## config.mk

```make
export PLATFORM = sky130hd
export DESIGN_NAME = excl_monitor
export DESIGN_NICKNAME = d
export VERILOG_FILES = /design/src/rtl/excl_pkg.sv /design/src/rtl/excl_slot.sv /design/src/rtl/excl_monitor.sv
export SDC_FILE = /design/constraint.sdc
export NUM_CORES = 1
export LEC_CHECK = 0
export BUFFER_PORTS_ARGS = -buffer_cell sky130_fd_sc_hd__buf_2
export CAP_MARGIN = 20
export CORE_MARGIN = 4
export CORE_UTILIZATION = 30
export DETAILED_ROUTE_END_ITERATION = 8
export PLACE_DENSITY = 0.44
export SLEW_MARGIN = 20
export SYNTH_ARGS = -nofsm -noshare
export SYNTH_HDL_FRONTEND = slang
export SYNTH_HIERARCHICAL = 1
export SYNTH_SLANG_ARGS = --single-unit
export TNS_END_PERCENT = 20
```

## constraint.sdc

```tcl
create_clock -name clk -period 2.95 [get_ports clk]
set_input_delay 0.7375 -clock clk [delete_from_list [all_inputs] [get_ports clk]]
set_output_delay 0.7375 -clock clk [all_outputs]
set_load 0.005 [all_outputs]
```

## src/rtl/excl_pkg.sv

```systemverilog
package excl_pkg;
   localparam int unsigned MAX_AW = 64;

   // Nonzero when addr is not a multiple of 2**size_code bytes.
   function automatic logic misaligned(input logic [MAX_AW-1:0] addr,
                                       input int unsigned size_code);
      logic [MAX_AW-1:0] mask;
      mask = (size_code >= MAX_AW) ? '1 : ((MAX_AW'(1) << size_code) - MAX_AW'(1));
      return |(addr & mask);
   endfunction
endpackage

```

## src/rtl/excl_slot.sv

```systemverilog
module excl_slot #(
   parameter int AW = 32,
   parameter int SW = 2
) (
   input  logic          clk,
   input  logic          rst_n,
   input  logic          set_i,
   input  logic          set_shr_i,
   input  logic [AW-1:0] set_addr_i,
   input  logic [SW-1:0] set_size_i,
   input  logic          drop_loc_i,
   input  logic          snp_vld_i,
   input  logic [AW-1:0] snp_addr_i,
   input  logic [SW-1:0] snp_size_i,
   input  logic [AW-1:0] cmp_addr_i,
   input  logic [SW-1:0] cmp_size_i,
   output logic          loc_hit_o,
   output logic          glb_hit_o
);
   logic          loc_v, glb_v;
   logic [AW-1:0] loc_a, glb_a;
   logic [SW-1:0] loc_s, glb_s;
   logic          snp_hit;

   assign snp_hit = snp_vld_i && glb_v && (glb_a == snp_addr_i) && (glb_s == snp_size_i);

   always_ff @(posedge clk or negedge rst_n) begin
      if (!rst_n) begin
         loc_v <= 1'b0;
         loc_a <= '0;
         loc_s <= '0;
      end else if (set_i) begin
         loc_v <= 1'b1;
         loc_a <= set_addr_i;
         loc_s <= set_size_i;
      end else if (drop_loc_i) begin
         loc_v <= 1'b0;
      end
   end

   always_ff @(posedge clk or negedge rst_n) begin
      if (!rst_n) begin
         glb_v <= 1'b0;
         glb_a <= '0;
         glb_s <= '0;
      end else if (set_i && set_shr_i) begin
         glb_v <= 1'b1;
         glb_a <= set_addr_i;
         glb_s <= set_size_i;
      end else if (snp_hit) begin
         glb_v <= 1'b0;
      end
   end

   assign loc_hit_o = loc_v && (loc_a == cmp_addr_i) && (loc_s == cmp_size_i);
   assign glb_hit_o = glb_v && (glb_a == cmp_addr_i) && (glb_s == cmp_size_i);
endmodule

```

## src/rtl/excl_monitor.sv

```systemverilog
module excl_monitor #(
   parameter int NPROC     = 4,
   parameter int AW        = 32,
   parameter int SW        = 2,
   parameter bit CHK_ALIGN = 1'b1,
   localparam int PW       = (NPROC > 1) ? $clog2(NPROC) : 1
) (
   input  logic          clk,
   input  logic          rst_n,
   input  logic          mark_vld,
   input  logic [PW-1:0] mark_pid,
   input  logic [AW-1:0] mark_addr,
   input  logic [SW-1:0] mark_size,
   input  logic          mark_shr,
   input  logic          chk_vld,
   input  logic [PW-1:0] chk_pid,
   input  logic [AW-1:0] chk_addr,
   input  logic [SW-1:0] chk_size,
   input  logic          chk_shr,
   input  logic          clr_vld,
   input  logic [PW-1:0] clr_pid,
   input  logic          snp_vld,
   input  logic [AW-1:0] snp_addr,
   input  logic [SW-1:0] snp_size,
   output logic          res_vld,
   output logic          res_pass,
   output logic          res_fault
);
   initial begin
      if (NPROC < 1 || AW < 1 || AW > excl_pkg::MAX_AW || SW < 1)
         $error("excl_monitor: unsupported parameters");
   end

   logic [NPROC-1:0] loc_hit, glb_hit;
   logic             fault_now, pass_now, sel_loc, sel_glb;

   generate
      if (CHK_ALIGN) begin : g_align
         assign fault_now = chk_vld &&
            excl_pkg::misaligned(excl_pkg::MAX_AW'(chk_addr), int'(chk_size));
      end else begin : g_noalign
         assign fault_now = 1'b0;
      end
   endgenerate

   assign sel_loc  = (int'(chk_pid) < NPROC) && loc_hit[chk_pid];
   assign sel_glb  = (int'(chk_pid) < NPROC) && glb_hit[chk_pid];
   assign pass_now = chk_vld && !fault_now && sel_loc && (!chk_shr || sel_glb);

   generate
      for (genvar i = 0; i < NPROC; i++) begin : g_slot
         excl_slot #(.AW(AW), .SW(SW)) u_slot (
            .clk        (clk),
            .rst_n      (rst_n),
            .set_i      (mark_vld && (int'(mark_pid) == i)),
            .set_shr_i  (mark_shr),
            .set_addr_i (mark_addr),
            .set_size_i (mark_size),
            .drop_loc_i ((clr_vld && (int'(clr_pid) == i)) ||
                         (pass_now && (int'(chk_pid) == i))),
            .snp_vld_i  (snp_vld),
            .snp_addr_i (snp_addr),
            .snp_size_i (snp_size),
            .cmp_addr_i (chk_addr),
            .cmp_size_i (chk_size),
            .loc_hit_o  (loc_hit[i]),
            .glb_hit_o  (glb_hit[i])
         );
      end
   endgenerate

   always_ff @(posedge clk or negedge rst_n) begin
      if (!rst_n) begin
         res_vld   <= 1'b0;
         res_pass  <= 1'b0;
         res_fault <= 1'b0;
      end else begin
         res_vld   <= chk_vld;
         res_pass  <= pass_now;
         res_fault <= fault_now;
      end
   end
endmodule

```

==> flow_results.org, run 1 <==
** Floorplanning
- Core footprint :: 50,200 um2
- 119 I/O pins were placed.
- Die Span Y :: 233 um
- Horizontal die dimension :: 233 um
- Std-Cell Rows :: 82
- For this configuration, the core starts out at a cell density of 30.4%.
- The die covers 54,400 um2.

** Finish
- Final design instance area without fill :: 18,600 um2
- FF+latch area :: 7080 um2
- Excluding fillers, the count of instances in the completed layout stands at 2,119.
- Growth of design area from synthesis to finish :: 22.1%
- At the end of the flow, the number of nets in the layout was 1,540.
- Fill cell instance count of the final layout :: 4,927
- In the final layout, the share of cells above drive strength 1 is 38.8%.
- Summing all multi-input logic gate instances after layout gives 8000 um2.

** Yosys
- The cell area that synthesis handed to floorplanning was 15,200 um2.
- Post-synthesis sequential area ratio :: 46.5%
- Synthesis produced a netlist with a net count of 1,318.
- The average instance in the mapped netlist occupies 12.7 um2.
- Number of storage elements in the synthesis netlist :: 283
- Number of distinct library cells after synthesis :: 35
- The Yosys step of the flow raised 6 warnings.
- Number of cells produced by synthesis :: 1,200

** STA
- Smallest setup slack after layout :: 133 ps
- Crit share post-route :: 95.5%
- Sum Neg Setup Slack :: 0 ps
- Final Hold Fails :: 0
- Final Slew Violations :: 0
- Setup repair after global routing left no endpoint under its margin.
- The clock arrives with 24.1 ps of skew.
- Fmax :: 355 MHz
- After layout, the minimum clock period comes to 2820 ps.
- Number of setup violations in the final report :: 0
- Measured against its own limit, the worst slew margin works out to 45.7%.
- Transition at the pin with the smallest max-transition slack :: 807 ps

** Power and ir drop
- Total design power :: 0.0131 W
- P per Cell Area :: 704 nW/um2
- Summed over all cells, the static leakage comes to 7.45 nW.
- Worst ir drop on vdd :: 394 uV

** Status
- The run finished with clean final reports.

** CTS
- TritonCTS built the clock tree.
- After clock tree synthesis, the flow added hold-fix buffers numbering 0.
- In this run, post-CTS repair resized a total of 0 instances.
- At the later pin of the worst-skew pair, clock insertion delay measures 540 ps.
- CTS Root Cell :: clkbuf_16
- Clock-pin slew was measured on the worst setup and hold paths at 60 ps.
- CTS buffer count :: 37
- In this run the deepest clock path goes through 3 buffers.
- Total number of clock tree sinks :: 283
- The H-tree was split into 2 levels.
- Post-CTS timing repair inserted 0 buffers for setup.

** Route
- In the routed layout, each cell is associated on average with a via count of 4.83.
- For this block, the routed nets add up to 54,000 um of wire.
- Routed WL per cell :: 25.5 um
- The detail route stage leaves a number of antenna-violating nets equal to 0.
- Detailed Routing Iterations Pass 1 :: 4
- Count of unresolved DRC violations after routing :: 0
- Summing over every cut layer, the via total after detailed routing is 10,200.
- Drt initial violations :: 570

** Setup path
- Critical register-to-register path startpoint :: g_slot[3].u_slot/glb_a[0]
- Among cell families on the critical path, the largest total delay comes from simple AND/OR/NAND/NOR gates.
- STA puts the critical path data arrival time at 3230 ps.
- The critical path is of the input port to register type.
- Timing startpoint of the critical path :: chk_addr[0]
- The number of cells on the worst reg-to-reg path is 11.
- Largest fanout on the critical path :: 6
- The largest individual stage delay along the critical path comes from the cell or4_1.
- Cell Chain, Critical Path :: buf_2, xnor2_1, nand4_1, or4_1, nor3_2, mux2_1, o221a_1, buf_4, nand4b_1, o22ai_1, inv_1, a21o_1
- Crit end category :: register
- In this run the number of cells on the critical path is 12.
- At the worst endpoint, the required time is 3360 ps.
- On the worst path, the slowest cell contributes a delay of 650 ps.
- STA classifies the critical path startpoint as an input port.
- Counting both buffers and inverters, the worst setup path holds a total of 3.

** Job
- The tool flagged a number of max-cap violations equal to 0.

** Worst hold path
- Path category of the worst min-delay check :: input port to async pin

** Global routing
- GRT Resource Usage Total :: 20.0%
- The via count of the first global-routing pass is 11,100.
- Initial antenna violation count :: 6
- The first global-routing pass estimated 78,200 um of wire.
- The total overflow left after global routing is 0.
- Entering global routing, the biggest net connects 72 pins.

** Placement
- Pre-CTS setup slack :: -365 ps
- Buffers added on ports :: 118
- Cell area reported after detailed placement :: 17,400 um2
- Number of cells after detailed placement :: 2,055
- Detailed placement finished with a half-perimeter wire length of 41,600 um.
- Routability-driven placement finished with a final weighted congestion of 0.876.
synth_stat cells:
cell       instances  area share [%]
a21o_1             4            0.20
a21oi_1            4            0.13
a222oi_1           1           0.066
a31oi_1            4            0.16
and2_1             2           0.082
and3_1             1           0.041
and3b_1            1           0.058
and4_1             1           0.058
buf_2             28            0.92
dfrtp_1          283              46
ha_1               2            0.16
inv_1              8            0.20
mux2_1             1           0.074
mux2_2           273              20
mux4_2             1            0.15
nand2_1            6            0.15
nand2_2            4            0.16
nand2b_1           4            0.16
nand3_1           16            0.53
nand4_1           69             2.8
nand4b_1           2            0.12
nor2_1             3           0.074
nor3_1             4            0.13
nor3_2             8            0.53
nor3b_1            2           0.099
nor4_1            43             1.8
o2111ai_2          1           0.099
o221a_1            1           0.074
o22ai_1            4            0.16
o41ai_4            1            0.18
or2_2              1           0.041
or4_1              8            0.39
or4_4              1           0.074
xnor2_1          272              16
xor2_1           136             7.8
registers in the layout (all words and copies together) (netlist names):
name,flops
g_slot.u_slot/glb_s,8
g_slot.u_slot/loc_v,4
res_pass,1
res_fault,1
g_slot.u_slot/loc_a,128
g_slot.u_slot/loc_s,8
g_slot.u_slot/glb_v,4
res_vld,1
g_slot.u_slot/glb_a,128
placed cells by master, fill, tap and decap left out, types with 2 or more instances in the layout:
cell type  count
bufinv_16      4
diode_2        2
a21oi_1        4
a21o_1         4
buf_2        117
o22ai_1        4
clkbuf_8      10
clkbuf_1       8
buf_12         9
mux2_2       273
buf_4         84
and2_1         2
clkinv_2       3
nand3_1       16
nor3_1         4
nor4_1        43
nand4b_1       2
xor2_1       136
a31oi_1        4
nand2_1        6
ha_1           2
nand2b_1       4
clkbuf_16     37
nand4_1       69
nand2_2        4
nor2_1         2
nor3_2         8
inv_1          8
or4_1          8
xnor2_1      271
dfrtp_1      283
worst register-to-register path, stage by stage, from the launching register on:
cell      delay, ps
dfrtp_1         420
xnor2_1         180
nand4_1         230
or4_1           650
nor3_2          140
mux2_1          200
o221a_1         210
buf_4           130
nand4b_1        110
o22ai_1         170
inv_1            60
a21o_1          170
where the power goes:
part           total (W)  leakage (nW)  switching [W]  internal [W]
logic            0.00298          3.48        0.00135       0.00163
clock network    0.00462         0.606        0.00173       0.00289
registers        0.00550          3.36       0.000832       0.00467
logic make-up after synthesis:
family	synth area share [%]
compound gates	1.08
flops	46.5
buf+inv	1.12
fa+ha+maj	0.164
mux	20.4
xor+xnor	23.5
simple gates	7.29
final cells by class:
type	count	area share (%)
Timing Repair Buffer	211	7.59
Sequential cell	283	38.1
Multi-Input combinational cell	881	43.0
Clock inverter	7	0.726
Antenna cell	2	0.0269
Clock buffer	55	5.88
Inverter	8	0.161
Tap cell	672	4.52
stage by stage:
stage	hold WS, ps	utilization, %
after CTS	191	37.1
after floorplan	442	-
after global routing	203	37.1
after detailed placement	470	34.6
after global placement	468	34.6
final	175	37.1
path summary, 6_finish.rpt:
| kind | slack (ps) | endpoint |
|---|---|---|
| max | 130 | g_slot[2].u_slot/loc_v |
| min | 180 | g_slot[1].u_slot/loc_a[9] |
| max reg2reg | 150 | g_slot[2].u_slot/loc_v |
| min reg2reg | 480 | g_slot[1].u_slot/loc_v |
| max in group asynchronous | 2010 | g_slot[1].u_slot/glb_a[0] |
| min in group clk | 370 | res_vld |
metal layers:
layer	track usage, %	share of wire [%]
met1	27.2	46
met2	32.1	46
met3	3.70	4.5
met4	6.72	3.1
met5	0	0.039
No activity file was read; power rests on OpenSTA's default activity.
==> inputs of run 2 (changes only) <==
PLACE_DENSITY = 0.45   (was 0.44)
clock period = 2.3 ns   (was 2.95 ns; I/O delays follow)
==> flow_results.org, run 2 (same netlist as run 1, synthesis figures left out) <==
** STA
- Setup repair after global routing missed its margin: yes (was no).
- The relative slew slack was 61.9% (was 45.7%).
- Final Slew Violations :: 0 (unchanged)
- Smallest setup slack after layout :: -285 ps (was 133 ps)
- Number of setup violations in the final report :: 4 (was 0)
- Crit share post-route :: 112%
- Final Hold Fails :: 0 (unchanged)
- Maximum clock skew at final layout :: 15.7 ps (was 24.1 ps)
- The measured slew at the worst slew-check pin came to 571 ps (was 807 ps).
- Fmax :: 387 MHz
- Crit path time final :: 2590 ps

** Power and ir drop
- Reg power frac :: 39.4% (was 42.0%)
- The total chip power is 0.0173 W (was 0.0131 W).
- The total power density per cell area is 878 nW/um2 (was 704 nW/um2).
- Worst ir drop on vdd :: 515 uV (was 394 uV)
- Clk pwr share :: 32.7% (was 35.3%)
- Combinational power share :: 28.0% (was 22.7%)
- The fraction of power spent switching nets is 30.3% (was 29.9%).
- The leakage power is 8.14 nW (was 7.45 nW).
- The cell-internal power came to 0.0121 W (was 0.00918 W).
- NetSw :: 0.00524 W (was 0.00391 W)

** Floorplanning
- Die footprint :: 54,400 um2 (unchanged)
- The x dimension of the die is 233 um (unchanged).
- The die height is 233 um (unchanged).
- Core footprint :: 50,200 um2 (unchanged)
- Initial core utilization :: 30.4% (unchanged)
- The number of placement rows came to 82 (unchanged).
- The count of pins on the block boundary is 119 (unchanged).

** Setup path
- CP Launch Type :: register (was input port)
- Required time reported for the critical path endpoint :: 2730 ps (was 3360 ps)
- Crit end category :: register (unchanged)
- The largest fanout of any net on the critical path is 5 (was 6).
- Class of the most critical setup path :: register to register (was input port to register)
- Arr. time, crit path :: 3020 ps (was 3230 ps)

** Finish
- Largest registers in the final layout :: g_slot.u_slot/glb_a (128), g_slot.u_slot/loc_a (128) (unchanged)
- Leading cell types in the layout, fill and taps excluded :: dfrtp_1 (283), mux2_2 (273), xnor2_1 (266) (was dfrtp_1 (283), mux2_2 (273), xnor2_1 (271))
- Growth of design area from synthesis to finish :: 29.4% (was 22.1%)
- Final standard cell count with taps included and fillers excluded :: 2,250 (was 2,119)
- The most common cell after layout, fill and taps aside is dfrtp_1 (unchanged).
- Share of layout cells above drive strength 1 :: 44.8% (was 38.8%)
- Number of nets in the finished design :: 1,672 (was 1,540)

** Global routing
- The via count of the first global-routing pass was 11,600 (was 11,100).
- The leftover overflow at the end of global routing was 0 (unchanged).
- Initial antenna violation count :: 4 (was 6)
- The aggregate global-route resource usage came to 20.4% (was 20.0%).
- First-pass GRT wire length :: 80,700 um (was 78,200 um)
- The largest net degree at the start of global routing is 54 (was 72).

** CTS
- Clock buffer depth :: 3 (unchanged)
- CTS H-Tree Depth :: 2 (unchanged)
- Clock tree from TritonCTS :: built (unchanged)
- The library cell used as clock root buffer is clkbuf_16 (unchanged).
- The buffer count from post-CTS setup fixing is 0 (unchanged).
- Clock input transition at the sequential cells of the worst setup and hold paths :: 60 ps (about the same)
- The TritonCTS sink count is 283 (unchanged).
- Skew-Pair Late Insertion Delay :: 550 ps (was 540 ps)
- The total clock buffers created by CTS is 36 (was 37).

** Route
- Number of antenna-violating nets in the routed design :: 0 (unchanged)
- Detailed Routing Iterations Pass 1 :: 5 (was 4)
- Drt initial violations :: 602 (was 570)
- The average wire per cell in the routed design is 24.7 um (was 25.5 um).
- The detailed-route via count came to 10,800 (was 10,200).
- Count of unresolved DRC violations after routing :: 0 (unchanged)
- Post-Route WL :: 55,500 um (was 54,000 um)
- The detailed-route vias per instance is 4.80 (was 4.83).

** Placement
- The post-DP HPWL came to 43,500 um (was 41,600 um).
- The count of buffers from port buffering was 118 (unchanged).
- Global placement routability congestion :: 0.882 (was 0.876)
- The number of placed instances, taps included is 2,187 (was 2,055).

** Status
- The final reports fail on negative setup slack.
- Outcome :: finished with violations (was complete, no violations)

** Worst hold path
- The type of the most critical hold path is input port to register (was input port to async pin).

** Job
- Number of max-cap violations :: 0 (unchanged)
## run 2: layout make-up
class                      count  area (um2)
fill                        4896       30500
tap                          672         841
inverter                       8        30.0
clock inverter                10         106
antenna                        1        2.50
timing repair buffer         344        2500
sequential                   283        7080
multi-input combinational    881        8100
clock buffer                  51        1050
## run 2: repair_timing
item | in CTS | in global routing
pin swaps | 5 | 1
setup endpoints to repair | 5 | 6
hold endpoints to repair | 3 | 0
resized for setup | 14 | 3
hold buffers | 1 | 0
## run 2: layer usage
| layer | vias to the layer above | wire length [um] | GRT usage, % |
|---|---|---|---|
| li1 | 4961 | - | - |
| met1 | 5546 | 26000 | 28.2 |
| met2 | 194 | 26000 | 33.1 |
| met3 | 82 | 2070 | 3.30 |
| met4 | 6 | 1460 | 5.73 |
| met5 | - | 46 | 0 |
## run 2: worst max-delay path, stage by stage (launching register included)
cell,delay (ps)
dfrtp_1,400
xnor2_2,200
nand4_1,190
or4_4,580
nor3_2,120
mux2_2,180
o221a_1,170
buf_4,140
nand4b_1,100
o22ai_1,170
inv_1,50
a21o_1,170
## run 2: through the flow
step	setup TNS (ps)	hold slack, ps	setup WS (ps)	cell area, um2	util [%]
global placement	-4210	468	-857	18400	36.8
finish	-983	214	-285	19700	39.3
floorplan	-158	279	-69.2	15200	-
CTS	-910	181	-271	19700	39.2
global route	-1450	203	-385	19700	39.3
detailed placement	-4260	470	-853	18400	36.8
## run 2: worst paths after layout
path	end	slack [ps]	cells after the start	start
worst max-delay path	g_slot[2].u_slot/loc_v	-290	11	g_slot[0].u_slot/glb_a[2]
worst min-delay path	res_vld	210	1	chk_vld
worst max register to register	g_slot[2].u_slot/loc_v	-290	11	g_slot[0].u_slot/glb_a[2]
worst min register to register	g_slot[1].u_slot/loc_v	480	1	g_slot[1].u_slot/loc_v
max in group asynchronous	g_slot[2].u_slot/glb_a[8]	1050	3	rst_n
min in group asynchronous	g_slot[1].u_slot/loc_a[28]	590	2	rst_n
## run 2: power groups by stage
stage | clock (W) | sequential [W] | combinational (W)
3_5_place_dp | 0 | 0.00690 | 0.00478
2_1_floorplan | 0 | 0.00678 | 0.00253
4_1_cts | 0.00582 | 0.00682 | 0.00486
3_3_place_gp | 0 | 0.00688 | 0.00475
6_report | 0.00565 | 0.00681 | 0.00484
5_1_grt | 0.00599 | 0.00692 | 0.00521
